### config.mk
export PLATFORM = sky130hd
export DESIGN_NAME = prom_read_ctrl
export DESIGN_NICKNAME = d
export VERILOG_FILES = /design/src/rtl/prom_rd_pkg.sv /design/src/rtl/prom_cycle_timer.sv /design/src/rtl/prom_resp_capture.sv /design/src/rtl/prom_read_ctrl.sv
export SDC_FILE = /design/constraint.sdc
export NUM_CORES = 1
export LEC_CHECK = 0
export ABC_AREA = 1
export BUFFER_PORTS_ARGS = -buffer_cell sky130_fd_sc_hd__buf_2
export CAP_MARGIN = 20
export CORE_MARGIN = 8
export CORE_UTILIZATION = 35
export CTS_CLUSTER_DIAMETER = 80
export DETAILED_ROUTE_END_ITERATION = 16
export SYNTH_ARGS = -nofsm -noshare
export SYNTH_HDL_FRONTEND = slang
export SYNTH_HIERARCHICAL = 1
export SYNTH_SLANG_ARGS = --single-unit
### constraint.sdc
create_clock -name clk -period 1.2 [get_ports clk]
set_input_delay 0.18 -clock clk [delete_from_list [all_inputs] [get_ports clk]]
set_output_delay 0.18 -clock clk [all_outputs]
set_load 0.01 [all_outputs]
### src/rtl/prom_rd_pkg.sv
package prom_rd_pkg;

  typedef enum logic [2:0] {
    ST_IDLE,
    ST_SETUP,
    ST_WAIT,
    ST_SAMPLE,
    ST_FLOAT
  } rd_state_e;

  // whole cycles needed to cover t_ns, rounded up
  function automatic int cycles_up(input int t_ns, input int clk_ns);
    return (t_ns + clk_ns - 1) / clk_ns;
  endfunction

  function automatic int imax(input int a, input int b);
    return (a > b) ? a : b;
  endfunction

endpackage

### src/rtl/prom_cycle_timer.sv
module prom_cycle_timer #(
  parameter int W = 4
) (
  input  logic         clk,
  input  logic         rst,
  input  logic         load,
  input  logic [W-1:0] load_val,
  input  logic         step,
  output logic [W-1:0] count
);

  always_ff @(posedge clk) begin
    if (rst) begin
      count <= '0;
    end else if (load) begin
      count <= load_val;
    end else if (step && (count != '0)) begin
      count <= count - 1'b1;
    end
  end

endmodule

### src/rtl/prom_resp_capture.sv
module prom_resp_capture #(
  parameter int DATA_W = 16
) (
  input  logic              clk,
  input  logic              rst,
  input  logic              capture,
  input  logic [DATA_W-1:0] pin_data,
  output logic              rsp_valid,
  output logic [DATA_W-1:0] rsp_data
);

  always_ff @(posedge clk) begin
    if (rst) begin
      rsp_valid <= 1'b0;
      rsp_data  <= '0;
    end else begin
      rsp_valid <= capture;
      if (capture) begin
        rsp_data <= pin_data;
      end
    end
  end


  rsp_pulse_chk: assert property (@(posedge clk) disable iff (rst)
    rsp_valid |=> !rsp_valid);

endmodule

### src/rtl/prom_read_ctrl.sv
module prom_read_ctrl
  import prom_rd_pkg::*;
#(
  parameter int ADDR_W     = 16,
  parameter int DATA_W     = 16,
  parameter int CLK_NS     = 20,
  parameter int T_ADDR_NS  = 70,
  parameter int T_CE_NS    = 70,
  parameter int T_OE_NS    = 30,
  parameter int T_FLOAT_NS = 25,
  parameter int IDLE_STBY  = 4
) (
  input  logic              clk,
  input  logic              rst,
  input  logic              req_valid,
  input  logic [ADDR_W-1:0] req_addr,
  output logic              req_ready,
  output logic              rsp_valid,
  output logic [DATA_W-1:0] rsp_data,
  output logic [ADDR_W-1:0] rom_addr,
  output logic              rom_ce_n,
  output logic              rom_oe_n,
  input  logic [DATA_W-1:0] rom_data
);

  // cycle counts; access counts carry one extra cycle of margin
  localparam int ADDR_CYC = cycles_up(T_ADDR_NS, CLK_NS);
  localparam int CE_CYC   = cycles_up(T_CE_NS, CLK_NS);
  localparam int ACC_ACT  = ADDR_CYC + 1;
  localparam int ACC_STBY = imax(ADDR_CYC, CE_CYC) + 1;
  localparam int OE_CYC   = imax(1, cycles_up(T_OE_NS, CLK_NS));
  localparam int FLT_CYC  = imax(1, cycles_up(T_FLOAT_NS, CLK_NS));
  localparam int STBY_CYC = imax(1, IDLE_STBY);
  localparam int MAXC     = imax(imax(ACC_STBY, OE_CYC), imax(FLT_CYC, STBY_CYC));
  localparam int CW       = $clog2(MAXC + 1);

  rd_state_e   state_q, state_d;
  logic        accept;
  logic [CW-1:0] acc_val, acc_cnt, flt_cnt, idl_cnt;
  logic        acc_step, flt_load, flt_step, flt_done, idl_step;

  always_comb begin
    accept   = (state_q == ST_IDLE) && req_valid && req_ready;
    acc_val  = rom_ce_n ? CW'(ACC_STBY - 1) : CW'(ACC_ACT - 1);
    acc_step = (state_q == ST_SETUP) || (state_q == ST_WAIT);
    flt_load = (state_q == ST_SAMPLE);
    flt_step = (state_q == ST_FLOAT);
    flt_done = (state_q == ST_FLOAT) && (flt_cnt == '0);
    idl_step = (state_q == ST_IDLE) && !accept && !rom_ce_n;
  end

  always_comb begin
    state_d = state_q;
    case (state_q)
      ST_IDLE:   if (accept) state_d = ST_SETUP;
      ST_SETUP,
      ST_WAIT:   state_d = (acc_cnt <= CW'(1)) ? ST_SAMPLE : ST_WAIT;
      ST_SAMPLE: state_d = ST_FLOAT;
      ST_FLOAT:  if (flt_done) state_d = ST_IDLE;
      default:   state_d = ST_IDLE;
    endcase
  end

  prom_cycle_timer #(.W(CW)) u_acc_tmr (
    .clk      (clk),
    .rst      (rst),
    .load     (accept),
    .load_val (acc_val),
    .step     (acc_step),
    .count    (acc_cnt)
  );

  prom_cycle_timer #(.W(CW)) u_flt_tmr (
    .clk      (clk),
    .rst      (rst),
    .load     (flt_load),
    .load_val (CW'(FLT_CYC - 1)),
    .step     (flt_step),
    .count    (flt_cnt)
  );

  prom_cycle_timer #(.W(CW)) u_idl_tmr (
    .clk      (clk),
    .rst      (rst),
    .load     (flt_done),
    .load_val (CW'(STBY_CYC)),
    .step     (idl_step),
    .count    (idl_cnt)
  );

  always_ff @(posedge clk) begin
    if (rst) begin
      state_q   <= ST_IDLE;
      req_ready <= 1'b1;
      rom_addr  <= '0;
      rom_ce_n  <= 1'b1;
      rom_oe_n  <= 1'b1;
    end else begin
      state_q   <= state_d;
      req_ready <= (state_d == ST_IDLE);
      case (state_q)
        ST_IDLE: begin
          if (accept) begin
            rom_addr <= req_addr;
            rom_ce_n <= 1'b0;
            rom_oe_n <= !(acc_val < CW'(OE_CYC));
          end else if (!rom_ce_n && (idl_cnt <= CW'(1))) begin
            rom_ce_n <= 1'b1;
          end
        end
        ST_SETUP, ST_WAIT: begin
          if (acc_cnt <= CW'(OE_CYC)) rom_oe_n <= 1'b0;
        end
        ST_SAMPLE: rom_oe_n <= 1'b1;
        default: ;
      endcase
    end
  end

  prom_resp_capture #(.DATA_W(DATA_W)) u_resp (
    .clk       (clk),
    .rst       (rst),
    .capture   (state_q == ST_SAMPLE),
    .pin_data  (rom_data),
    .rsp_valid (rsp_valid),
    .rsp_data  (rsp_data)
  );


  oe_needs_ce_chk: assert property (@(posedge clk) disable iff (rst)
    !rom_oe_n |-> !rom_ce_n);


  oe_off_at_strobe_chk: assert property (@(posedge clk) disable iff (rst)
    rsp_valid |-> (rom_oe_n && !req_ready));


  ready_drop_chk: assert property (@(posedge clk) disable iff (rst)
    (req_valid && req_ready) |=> !req_ready);


  addr_frozen_chk: assert property (@(posedge clk) disable iff (rst)
    (!req_ready && $past(!req_ready)) |-> $stable(rom_addr));


  ce_held_chk: assert property (@(posedge clk) disable iff (rst)
    ((state_q != ST_IDLE) && !rom_ce_n) |=> !rom_ce_n);

endmodule

# Yosys cells after proc, flatten, opt, wreduce, memory -nomap -nowiden
# Cells that the tools add are included.
[totals] ff_bits=48 out_inout_bits=36
[classes] addsub=3 order_cmp=3 n_eq_ne=6 muxes=15 n_reduce_logical=30
[ops] op="3-bit two-way mux" count=6
[ops] op="3-bit case mux with 4 select lines" count=1
[ops] op="3-bit nonzero test" count=4
[ops] op="1-bit logical AND" count=9
[ops] op="3-bit zero test" count=3
[ops] op="3-bit by 1-bit subtractor with 3-bit output, second input constant" count=3
[ops] op="2-bit nonzero test" count=4
[ops] op="2-bit OR reduction" count=4
[ops] op="1-bit two-way mux" count=7
[ops] op="3-bit by 2-bit equality test with 1-bit output, second input constant" count=2
[ops] op="3-bit by 1-bit less-or-equal comparator with 1-bit output, second input constant" count=2
[ops] op="2-bit != test, second input constant" count=2
[ops] op="2-bit AND reduction" count=2
[ops] op="3-bit by 1-bit equality test with 1-bit output, second input constant" count=1
[ops] op="3-bit equality test, second input constant" count=1
[ops] op="3-bit by 2-bit less-or-equal comparator with 1-bit output, second input constant" count=1
[ops] op="1-bit case mux with 3 select lines" count=1
[ops] op="3-bit AND reduction" count=1
[ops] op="1-bit zero test" count=2
[ops] op="1-bit logical OR" count=1

# Logic depth before layout (Yosys ltp)
# Gate-level depths: netlist (run 1).
[depth] ltp_word=9 ltp_mapped=11

# Cells and area by module
# Netlist (run 1), hierarchy kept.
[modules_own_cells] module="prom_read_ctrl" instances=1 cells_each=150 area_each_um2=985.9 seq_area_each_um2=440.4
[modules_own_cells] module="prom_resp_capture" instances=1 cells_each=105 area_each_um2=767.0 seq_area_each_um2=340.3
[modules_own_cells] module="prom_cycle_timer" instances=3 cells_each=34 area_each_um2=201.4 seq_area_each_um2=60.1

# Worst setup path before layout (run 1)
# Ideal clock, no wire load.
[synth_path] path_type="flip-flop to flip-flop" start="reg state_q[1]" end="reg u_idl_tmr.count[1]" arrival_ps=1233 required_time_ps=1088 slack_ps=-145 stages_incl_launch_ff=9 synth_period_minus_slack_ps=1345 cell_sequence="dfxtp_1 inv_1 nand2_1 nor3_1 inv_2 nand2_1 inv_1 nor2_1 nor2_1"
[synth_via] word_cells_on_any_way=10 classes_between="1 x eq/ne; 9 x reduce/logical"
[synth_lines] item="from (decl)" line="prom_read_ctrl.sv:37" text="rd_state_e state_q, state_d;"
[synth_lines] item="from (signal assigned)" line="prom_read_ctrl.sv:99" text="state_q <= state_d;"
[synth_lines] item="3-bit equality test" line="prom_read_ctrl.sv:48" text="flt_done = (state_q == ST_FLOAT) && (flt_cnt == '0);"
[synth_lines] item="1-bit logical AND" line="prom_read_ctrl.sv:48"
[synth_lines] item="via flt_done" line="prom_read_ctrl.sv:40" text="logic acc_step, flt_load, flt_step, flt_done, idl_step;"
[synth_lines] item="2-bit OR reduction (no line)"
[synth_lines] item="to (signal assigned)" line="prom_cycle_timer.sv:16" text="count <= load_val;"
[synth_lines] item="to (signal assigned)" line="prom_cycle_timer.sv:18" text="count <= count - 1'b1;"
[synth_lines] item="to (decl)" line="prom_cycle_timer.sv:9" text="output logic [W-1:0] count"
# The timed path passes the listed nets, and every way through them passes these cells.
# A chain may end at the register's enable or synchronous reset.

# Final worst setup path (run 1)
[layout_path] start="reg u_idl_tmr.count[0]" end="reg u_idl_tmr.count[1]"
[layout_via] elab_chain_len=2 word_cells_on_any_way=3 classes_between="1 x add/sub; 2 x reduce/logical"
[layout_lines] item="parallel branches: the longest is 2 deep, another holds 3-bit by 1-bit subtractor with 3-bit output"
# Parallel ways; which one is timed is not known.

==> flow_summary.json, run 1 <==
{
  "cap_violations": 0,
  "clockRootBuffer": "clkbuf_8",
  "worst_slack_ns": -0.01014,
  "cellPowerDensity_nw_per_um2": 1873,
  "fp.dieW_microns": 98.07,
  "nNetsFinal": 491,
  "cts_tree": "built",
  "clockPowerShare": 0.169,
  "final_layout_size_suffix_gt1_frac": 0.4067,
  "arrival_ns": 1.40,
  "gp_congestion": 0.7907,
  "gr-max-usage-layer": "met2",
  "cp_max_fo": 3,
  "layout_common_cells": "nand2_1, buf_2, nor2_1, inv_1, dfxtp_1",
  "grt_use_met2": 0.1628,
  "crit_required_ns": 1.39,
  "cts_made_buffers": 5,
  "setup_viol": 1,
  "dr.pass1.iters": 4,
  "synth_area_sq_um": 2357,
  "r2r_setup_slack_ns": -0.01,
  "diodes": 0,
  "grt_pass1_vias": 2017,
  "finalCriticalPeriod_ns": 1.210,
  "peakVddDrop_uv": 786.1,
  "row_count": 30,
  "power_leakage_nw": 1.742,
  "antenna_found_initial": 0,
  "swShare": 0.3833,
  "grt_usage": 0.1067,
  "crit_type": "register to register",
  "vias": 2216,
  "grt_util_met3": 0.05690,
  "period_share": 1.008,
  "io_pins": 71,
  "hpwl_mm": 3.738,
  "die_y_microns": 98.07,
  "p_sw_mw": 2.326,
  "worst_skew_pair.late_latency_ns": 0.29,
  "finalHoldViolCount": 0,
  "yosysWarnings": 6,
  "design_power_total_mw": 6.069,
  "drt_iter0_markers": 30,
  "comb_power_share": 0.464,
  "final_common_cell": "nand2_1",
  "synth-seq-cells": 48,
  "viasPerCell": 4.181,
  "setup_tns_ns": -0.01014,
  "path_clk_slew_ns": 0.08,
  "finClkSkew_ns": 0.003186,
  "grt_max_degree": 36,
  "synth_cell_type_count": 23,
  "finalWirelength_mm": 5.341,
  "globalRouteOverflowTotal": 0,
  "crit_path_end_kind": "register",
  "cts.sinks": 48,
  "grt_pass1_wl_mm": 8.638,
  "wire_per_inst_microns": 10.08,
  "syn_inst": 357,
  "p_int_mw": 3.743,
  "gr-usage-met1": 0.1230,
  "ys_seq_area_frac": 0.4076,
  "slew_violations": 0,
  "status": "finished, violations left",
  "drc": 0,
  "violations": "setup timing",
  "avgSynthCellArea_sq_um": 6.603,
  "p_seq_frac": 0.367,
  "h-tree-depth": 2,
  "area_growth_pct": 37.47,
  "max_freq_mhz": 826.4,
  "min_path_type": "input pin to register",
  "cts.path.max_buffers": 2,
  "start_kind": "register",
  "final_antenna_net_count": 0,
  "grt_setup_unrepaired": "yes",
  "core_region_area_sq_um": 6644,
  "die_area_sq_um": 9617,
  "initial_core_util": 0.3548,
  "port_buffers": 70
}
-- power by group through the flow --
| stage | Sequential [mW] | Clock, mW | Combinational, mW |
|---|---|---|---|
| after floorplan | 2.35 | 0 | 1.54 |
| after global placement | 2.20 | 0 | 2.35 |
| after detailed placement | 2.22 | 0 | 2.38 |
| after CTS | 2.20 | 1.08 | 2.48 |
| after global routing | 2.28 | 1.14 | 3.17 |
| final | 2.22 | 1.03 | 2.82 |
-- critical path, cell delays in order, from the launching register on --
cell and delay, ns:
dfxtp_2 0.33, inv_1 0.04, ha_1 0.18, ha_1 0.17, inv_1 0.06, nand2_2 0.07
nand2_2 0.09, inv_2 0.04, nor2_1 0.09, nor2_1 0.04
-- sequential cells by signal (all words and copies together) (netlist names) --
| register | flops |
|---|---|
| req_ready | 1 |
| rom_addr | 16 |
| rom_ce_n | 1 |
| rom_oe_n | 1 |
| state_q | 3 |
| u_acc_tmr/count | 3 |
| u_flt_tmr/count | 3 |
| u_idl_tmr/count | 3 |
| u_resp/rsp_data | 16 |
| u_resp/rsp_valid | 1 |
-- synthesized netlist by cell type --
| library cell | number | area (sq um) |
|---|---|---|
| nand2_1 | 100 | 375.4 |
| nor2_1 | 75 | 281.5 |
| inv_1 | 62 | 232.7 |
| dfxtp_1 | 48 | 960.9 |
| nor2_2 | 13 | 81.33 |
| nand2_2 | 10 | 62.56 |
| nand3_1 | 7 | 35.03 |
| o21ai_0 | 7 | 35.03 |
| ha_1 | 6 | 75.07 |
| inv_2 | 6 | 22.52 |
| a21oi_1 | 5 | 25.02 |
| buf_6 | 5 | 56.30 |
| conb_1 | 2 | 7.510 |
| nor3_1 | 2 | 10.01 |
| buf_12 | 1 | 20.02 |
| buf_2 | 1 | 5.000 |
| buf_4 | 1 | 7.510 |
| buf_8 | 1 | 15.01 |
| nand3_4 | 1 | 17.52 |
| nand4_1 | 1 | 6.260 |
| nor2_4 | 1 | 11.26 |
| o21bai_1 | 1 | 7.510 |
| or2_2 | 1 | 6.260 |
-- cells by family (layout without fill, tap and decap cells) --
kind of cell,Yosys count,after routing,share of synthesized area
buf+inv,77,163,0.1523
compound gates,13,13,0.02866
flops,48,48,0.4076
simple gates,211,211,0.3763
other cells,2,9,0.003186
fa+ha+maj,6,6,0.03185
-- worst paths after layout --
| check | to | cells after the start | from |
|---|---|---|---|
| worst max-delay path | u_idl_tmr/count[1]$_SDFFE_PP0P_ | 9 | u_idl_tmr/count[0]$_SDFFE_PP0P_ |
| worst min-delay path | rom_addr[12]$_SDFFE_PP0P_ | 3 | req_addr[12] |
| worst max register to register | u_idl_tmr/count[1]$_SDFFE_PP0P_ | 9 | u_idl_tmr/count[0]$_SDFFE_PP0P_ |
| worst min register to register | rom_oe_n$_SDFFE_PP1P_ | 2 | rom_oe_n$_SDFFE_PP1P_ |
-- per-layer routing --
layer | vias up | part of all wire
met3 | 2 | 0.10
met2 | 60 | 0.42
li1 | 1211 | -
met4 | 0 | 0.0056
met1 | 943 | 0.47
met5 | - | 0
-- metrics by stage --
step / util / hold WS, ns / setup WS (ns) / cell area (sq um) / std cells
finish: 0.4878 / 0.1075 / -0.01014 / 3241 / 530
global placement: 0.4296 / 0.4026 / -0.04971 / 2854 / 514
detailed placement: 0.4296 / 0.4098 / -0.08765 / 2854 / 514
floorplan: - / 0.2450 / 0.000008993 / 2402 / 364
global route: 0.4878 / 0.09438 / -0.1046 / 3241 / 530
CTS: 0.4529 / 0.09250 / -0.01404 / 3009 / 522
-- repair_timing --
action	CTS	global route
setup buffers	1	3
hold buffers	0	0
gates resized for setup	26	44
cloned	0	5
pin swaps	8	18
setup endpoints to repair	23	25
-- layout make-up --
class / instances / area (sq um)
timing repair buffer: 87 / 575.6
clock buffer: 7 / 96.34
timing repair inverter: 1 / 6.256
sequential: 48 / 977.2
multi-input combinational: 239 / 1207
fill: 680 / 3403
inverter: 68 / 277.8
tap: 80 / 100.1
Power figures use the tool's default switching activity.
==> run 2: changes to the inputs <==
ABC_AREA = default   (was 1)
==> run 2 against run 1 <==
Effect of this change: the run still ends with setup timing left; power is 5.3% lower; largest power group unchanged; worst setup slack worse by 0.20 ns; utilization increased by 3.8 points.
==> flow_summary.json, run 2 <==
{
  "port_buffers": 70,
  "pre_cts_ws_ns": -0.2549,
  "antenna_found_initial": 0,
  "grt_max_degree": 33,
  "yosysWarnings": 6,
  "cts.path.max_buffers": 2,
  "multi_input_area_sq_um": 1259,
  "design_power_total_mw": 5.747,
  "status": "finished, violations left",
  "hpwl_mm": 3.718,
  "finalHoldViolCount": 0,
  "core_region_area_sq_um": 6241,
  "final_common_cell": "buf_2",
  "setup_viol": 42,
  "violations": "setup timing",
  "holdBufCountCts": 0,
  "nNetsFinal": 379,
  "vias": 1837,
  "ys_seq_area_frac": 0.4337,
  "synth-xor-area-share": 0.01581,
  "ys_top_cells_by_count": "dfxtp_1, mux2i_1, nand2b_1",
  "viasPerCell": 4.416,
  "grt_pass1_vias": 1771,
  "area_growth_pct": 47.94,
  "nFillCells": 581,
  "synth-seq-cells": 48,
  "finClkSkew_ns": 0.008386,
  "cellPowerDensity_nw_per_um2": 1753,
  "h-tree-depth": 2,
  "drc": 0,
  "period_share": 1.174,
  "crit_path_end_kind": "register",
  "start_kind": "register",
  "grt_setup_unrepaired": "yes",
  "finalWirelength_mm": 5.281,
  "path_clk_slew_ns": 0.09,
  "synth_cell_type_count": 33,
  "synth_flop_cell": "dfxtp_1",
  "yosysTopAreaCellShare": 0.4337,
  "crit_required_ns": 1.43,
  "drt_iter0_markers": 55,
  "grt_usage": 0.1098,
  "gp_congestion": 0.7523,
  "synth_largest_area_cell": "dfxtp_1",
  "wire_per_inst_microns": 12.69,
  "arrival_ns": 1.64,
  "fp.dieW_microns": 95.57,
  "layout_common_cells": "buf_2, dfxtp_1, nand2b_1, mux2i_1, buf_4",
  "die_area_sq_um": 9134,
  "worst_skew_pair.late_latency_ns": 0.30,
  "yosys.area_share.simple": 0.2230,
  "syn_inst": 226,
  "initial_core_util": 0.3551,
  "peakVddDrop_uv": 737.6,
  "final_layout_size_suffix_gt1_frac": 0.4690,
  "async_flop_share": 0,
  "yosysMostFrequentCell": "dfxtp_1",
  "worst_slack_ns": -0.2092,
  "power_leakage_nw": 1.460,
  "final_antenna_net_count": 0,
  "cts_tree": "built",
  "synth_edf_count": 0,
  "io_pins": 71,
  "min_path_type": "input pin to register",
  "dr.pass1.iters": 4,
  "grt_pass1_wl_mm": 8.107,
  "synth_area_leaders": "dfxtp_1, mux2i_1, nand2b_1",
  "synthAdderAreaFrac": 0.03388,
  "clockRootBuffer": "clkbuf_8",
  "crit_type": "register to register",
  "cts.sinks": 48,
  "synth_compound_area_frac": 0.07340,
  "cap_violations": 0,
  "synth_area_sq_um": 2216,
  "diodes": 0,
  "hold_ws_ns": 0.1025,
  "avgSynthCellArea_sq_um": 9.805,
  "die_y_microns": 95.57,
  "regArea_sq_um": 982.2,
  "synth_top_family_by_area": "simple AND/OR/NAND/NOR gates",
  "top_regs": "rom_addr: 16 flops, u_resp/rsp_data: 16 flops",
  "setup_tns_ns": -4.162,
  "row_count": 29,
  "cts_made_buffers": 5,
  "slew_violations": 0,
  "max_freq_mhz": 709.6,
  "cp_max_fo": 5,
  "finalCriticalPeriod_ns": 1.409,
  "synthMuxAreaShare": 0.1446,
  "globalRouteOverflowTotal": 0
}
## run 2: changes by cell type after synthesis, sizes merged, moves of 3 or more
cell | before | now
nand2 | 110 | 9
nor2 | 89 | 21
inv | 68 | 13
nand2b | 0 | 35
mux2i | 0 | 32
nand3 | 8 | 1
o21ai | 7 | 0
a31oi | 0 | 6
nand3b | 0 | 6
or3 | 0 | 6
clkbuf | 0 | 4
xnor2 | 0 | 4
o21a | 0 | 3
## run 2: path summary, 6_finish.rpt
| path | end | startpoint | depth (start not counted) | slack (ns) |
|---|---|---|---|---|
| setup reg to reg | u_flt_tmr/count[1]$_SDFFE_PP0P_ | u_flt_tmr/count[1]$_SDFFE_PP0P_ | 6 | -0.21 |
| hold reg to reg | rom_addr[4]$_SDFFE_PP0P_ | rom_addr[4]$_SDFFE_PP0P_ | 2 | 0.47 |
| setup / recovery | u_flt_tmr/count[1]$_SDFFE_PP0P_ | u_flt_tmr/count[1]$_SDFFE_PP0P_ | 6 | -0.21 |
| hold / removal | u_resp/rsp_data[11]$_SDFFE_PP0P_ | rom_data[11] | 3 | 0.10 |
## run 2: cell families (layout without fill, tap and decap cells)
kind of cell,count (synthesis),count (layout)
compound gates,22,22
xor+xnor,4,4
fa+ha+maj,6,6
buf+inv,26,132
flops,48,48
mux,32,32
other cells,2,9
simple gates,86,86
## run 2: area by class of cell
class | count | share of cell area
Timing Repair Buffer | 111 | 0.2427
Multi-Input combinational cell | 159 | 0.3840
Sequential cell | 48 | 0.2996
Inverter | 13 | 0.01489
Clock inverter | 2 | 0.004198
Tap cell | 77 | 0.02939
Clock buffer | 6 | 0.02519
## run 2: timing repair
| item | 4_1_cts | 5_1_grt |
|---|---|---|
| pin swaps | 3 | 10 |
| endpoints found under the setup margin | 38 | 45 |
| gates cloned | 0 | 2 |
| setup buffers | 2 | 7 |
| endpoints found under the hold margin | 0 | 0 |
| resized for setup | 16 | 33 |
## run 2: metal layers
metal,GRT usage,vias up,share of wire
li1,-,966,-
met1,0.1311,826,0.43
met2,0.1749,41,0.49
met3,0.04567,4,0.072
met4,0.03457,0,0.0081
met5,0,-,0
## run 2: where the power goes
part,total [mW],switching [mW],leakage (nW),internal (mW)
Sequential,2.14,0.214,0.396,1.93
Combinational,2.57,1.11,1.01,1.46
Clock,1.04,0.568,0.0516,0.472
## run 2: through the flow
stage | instance area, sq um | instances | utilization
global placement | 2879 | 397 | 0.4613
global route | 3278 | 416 | 0.5253
detailed placement | 2879 | 397 | 0.4613
floorplan | 2278 | 233 | -
CTS | 3028 | 407 | 0.4852
finish | 3278 | 416 | 0.5253
## run 2: critical path: stages (launching register included)
cell and delay, ns:
dfxtp_2 0.35, inv_2 0.04, ha_4 0.15, ha_4 0.14
nand2b_4 0.15, or3_4 0.33, a31oi_1 0.17
==> run 3: changes to the inputs <==
==> constraint.sdc (replaced) <==
create_clock -name clk -period 1.2 [get_ports clk]
set_input_delay 0.18 -clock clk [delete_from_list [all_inputs] [get_ports clk]]
set_output_delay 0.18 -clock clk [all_outputs]
set_load 0.05 [all_outputs]
==> run 3 against run 2 <==
Effect of this change: the run still ends with setup timing left; final cell count is 0.96% lower; design area down 4.0%; routed wire length fell by 0.53%; clock power about the same; sequential power barely moved; maximum frequency is 0.13% lower; flip-flop and latch count is the same; critical path type unchanged; critical endpoint is now u_idl_tmr/count[0]$_SDFFE_PP0P_; largest cell class unchanged.
==> flow_summary.json, run 3 (synthesized netlist as in run 2, its figures left out) <==
{
  "status": "finished, violations left",
  "final_layout_size_suffix_gt1_frac": 0.4448,
  "worst_slack_ns": -0.2110,
  "gp_congestion": 0.7469,
  "finClkSkew_ns": 0.009494,
  "start_kind": "register",
  "grt_setup_unrepaired": "yes",
  "setup_viol": 42,
  "slowest_stage": "dfxtp_4",
  "cellPowerDensity_nw_per_um2": 1962,
  "fp.dieW_microns": 95.57,
  "cp_max_fo": 7,
  "die_area_sq_um": 9134,
  "power_leakage_nw": 1.428,
  "peakVddDrop_uv": 957.7,
  "regArea_sq_um": 979.7,
  "antenna_found_initial": 0,
  "dpl_cell_area_sq_um": 2889,
  "io_pins": 71,
  "die_y_microns": 95.57,
  "final_common_cell": "buf_2",
  "arrival_ns": 1.61,
  "globalRouteOverflowTotal": 0,
  "h-tree-depth": 2,
  "cts_tree": "built",
  "hpwl_mm": 3.806,
  "cts.path.max_buffers": 2,
  "max_freq_mhz": 708.7,
  "grt_pass1_wl_mm": 8.728,
  "crit_path_end_kind": "register",
  "area_growth_pct": 41.95,
  "core_region_area_sq_um": 6241,
  "holdBufCountCts": 0,
  "cts_made_buffers": 5,
  "viasPerCell": 4.532,
  "nFillCells": 590,
  "wire_per_inst_microns": 12.75,
  "hold_ws_ns": 0.1098,
  "fin_area_sq_um": 3146,
  "diodes": 0,
  "drc": 0,
  "grt_max_degree": 40,
  "grt_pass1_vias": 1937,
  "cts.sinks": 48,
  "min_path_type": "input pin to register",
  "multi_input_area_sq_um": 1234,
  "drt_iter0_markers": 57,
  "top_regs": "rom_addr: 16 flops, u_resp/rsp_data: 16 flops",
  "violations": "setup timing",
  "vias": 1867,
  "period_share": 1.176,
  "finalWirelength_mm": 5.253,
  "crit_required_ns": 1.40,
  "nNetsFinal": 375,
  "final_antenna_net_count": 0,
  "crit_type": "register to register",
  "row_count": 29,
  "grt_usage": 0.1185,
  "cap_violations": 0,
  "port_buffers": 70,
  "layout_common_cells": "buf_2, dfxtp_1, nand2b_1, mux2i_1, buf_4",
  "crit_chain": "nor3_4 > and3b_2 > nand2b_4 > buf_6 > xnor2_2 > o21a_1",
  "initial_core_util": 0.3551,
  "finalCriticalPeriod_ns": 1.411,
  "slew_violations": 0,
  "finalHoldViolCount": 0,
  "dr.pass1.iters": 4,
  "clockRootBuffer": "clkbuf_8",
  "path_clk_slew_ns": 0.10,
  "worst_skew_pair.late_latency_ns": 0.30,
  "max_stage_delay_ns": 0.39
}
[run 3: cell types whose count changed in the layout (fill, tap and decap cells not counted), sizes merged]
cell	delta
buf	-3
clkbuf	-1
[run 3: stage by stage]
stage / setup TNS (ns) / instances / utilization / setup slack (ns) / power, mW
after detailed placement: -7.282 / 397 / 0.4629 / -0.2342 / 4.826
after global routing: -7.180 / 412 / 0.5040 / -0.2761 / 6.552
after global placement: -6.078 / 397 / 0.4629 / -0.1936 / 4.787
after floorplan: -3.263 / 233 / - / -0.2499 / 4.166
final: -3.849 / 412 / 0.5040 / -0.2110 / 6.171
after CTS: -4.788 / 410 / 0.4986 / -0.1871 / 6.138
[run 3: metal layers]
metal  global-route usage  wire, microns  vias to the layer above
li1                     -              -                      959
met5                    0              0                        -
met3              0.05197            421                        5
met1               0.1313           2203                      860
met2               0.1994           2572                       43
met4              0.03713             56                        0
[run 3: area by class of cell]
type                    count  share of cell area
flip-flops and latches     48              0.3115
well taps                  77             0.03063
clock inverters             2            0.004375
clock buffers               6             0.02625
repair buffers            107              0.2196
multi-input cells         159              0.3922
inverters                  13             0.01551
[run 3: path summary, 6_finish.rpt]
| path | startpoint | endpoint | slack (ns) | cells past startpoint |
|---|---|---|---|---|
| setup / recovery | state_q[1]$_SDFF_PP0_ | u_idl_tmr/count[0]$_SDFFE_PP0P_ | -0.21 | 6 |
| hold reg to reg | rom_addr[14]$_SDFFE_PP0P_ | rom_addr[14]$_SDFFE_PP0P_ | 0.48 | 2 |
| setup reg to reg | state_q[1]$_SDFF_PP0_ | u_idl_tmr/count[0]$_SDFFE_PP0P_ | -0.21 | 6 |
| hold / removal | rom_data[1] | u_resp/rsp_data[1]$_SDFFE_PP0P_ | 0.11 | 3 |
[run 3: timing repair]
| item | in CTS | in global routing |
|---|---|---|
| endpoints found under the setup margin | 43 | 45 |
| setup buffers | 5 | 2 |
| pin swaps | 13 | 4 |
| resized for setup | 23 | 5 |
[run 3: worst max-delay path: cells and delay by family (launching register included)]
kind	cells	cell delay, ns
simple gates	3	0.51
compound gates	1	0.16
xor+xnor	1	0.12
flops	1	0.39
buf+inv	1	0.12
[run 3: report_power, final]
group,leakage (nW),internal (mW),switching [mW],total (mW)
registers,0.395,1.93,0.240,2.17
logic,0.981,1.30,1.68,2.98
clock network,0.0516,0.472,0.550,1.02
total,1.43,3.71,2.47,6.17
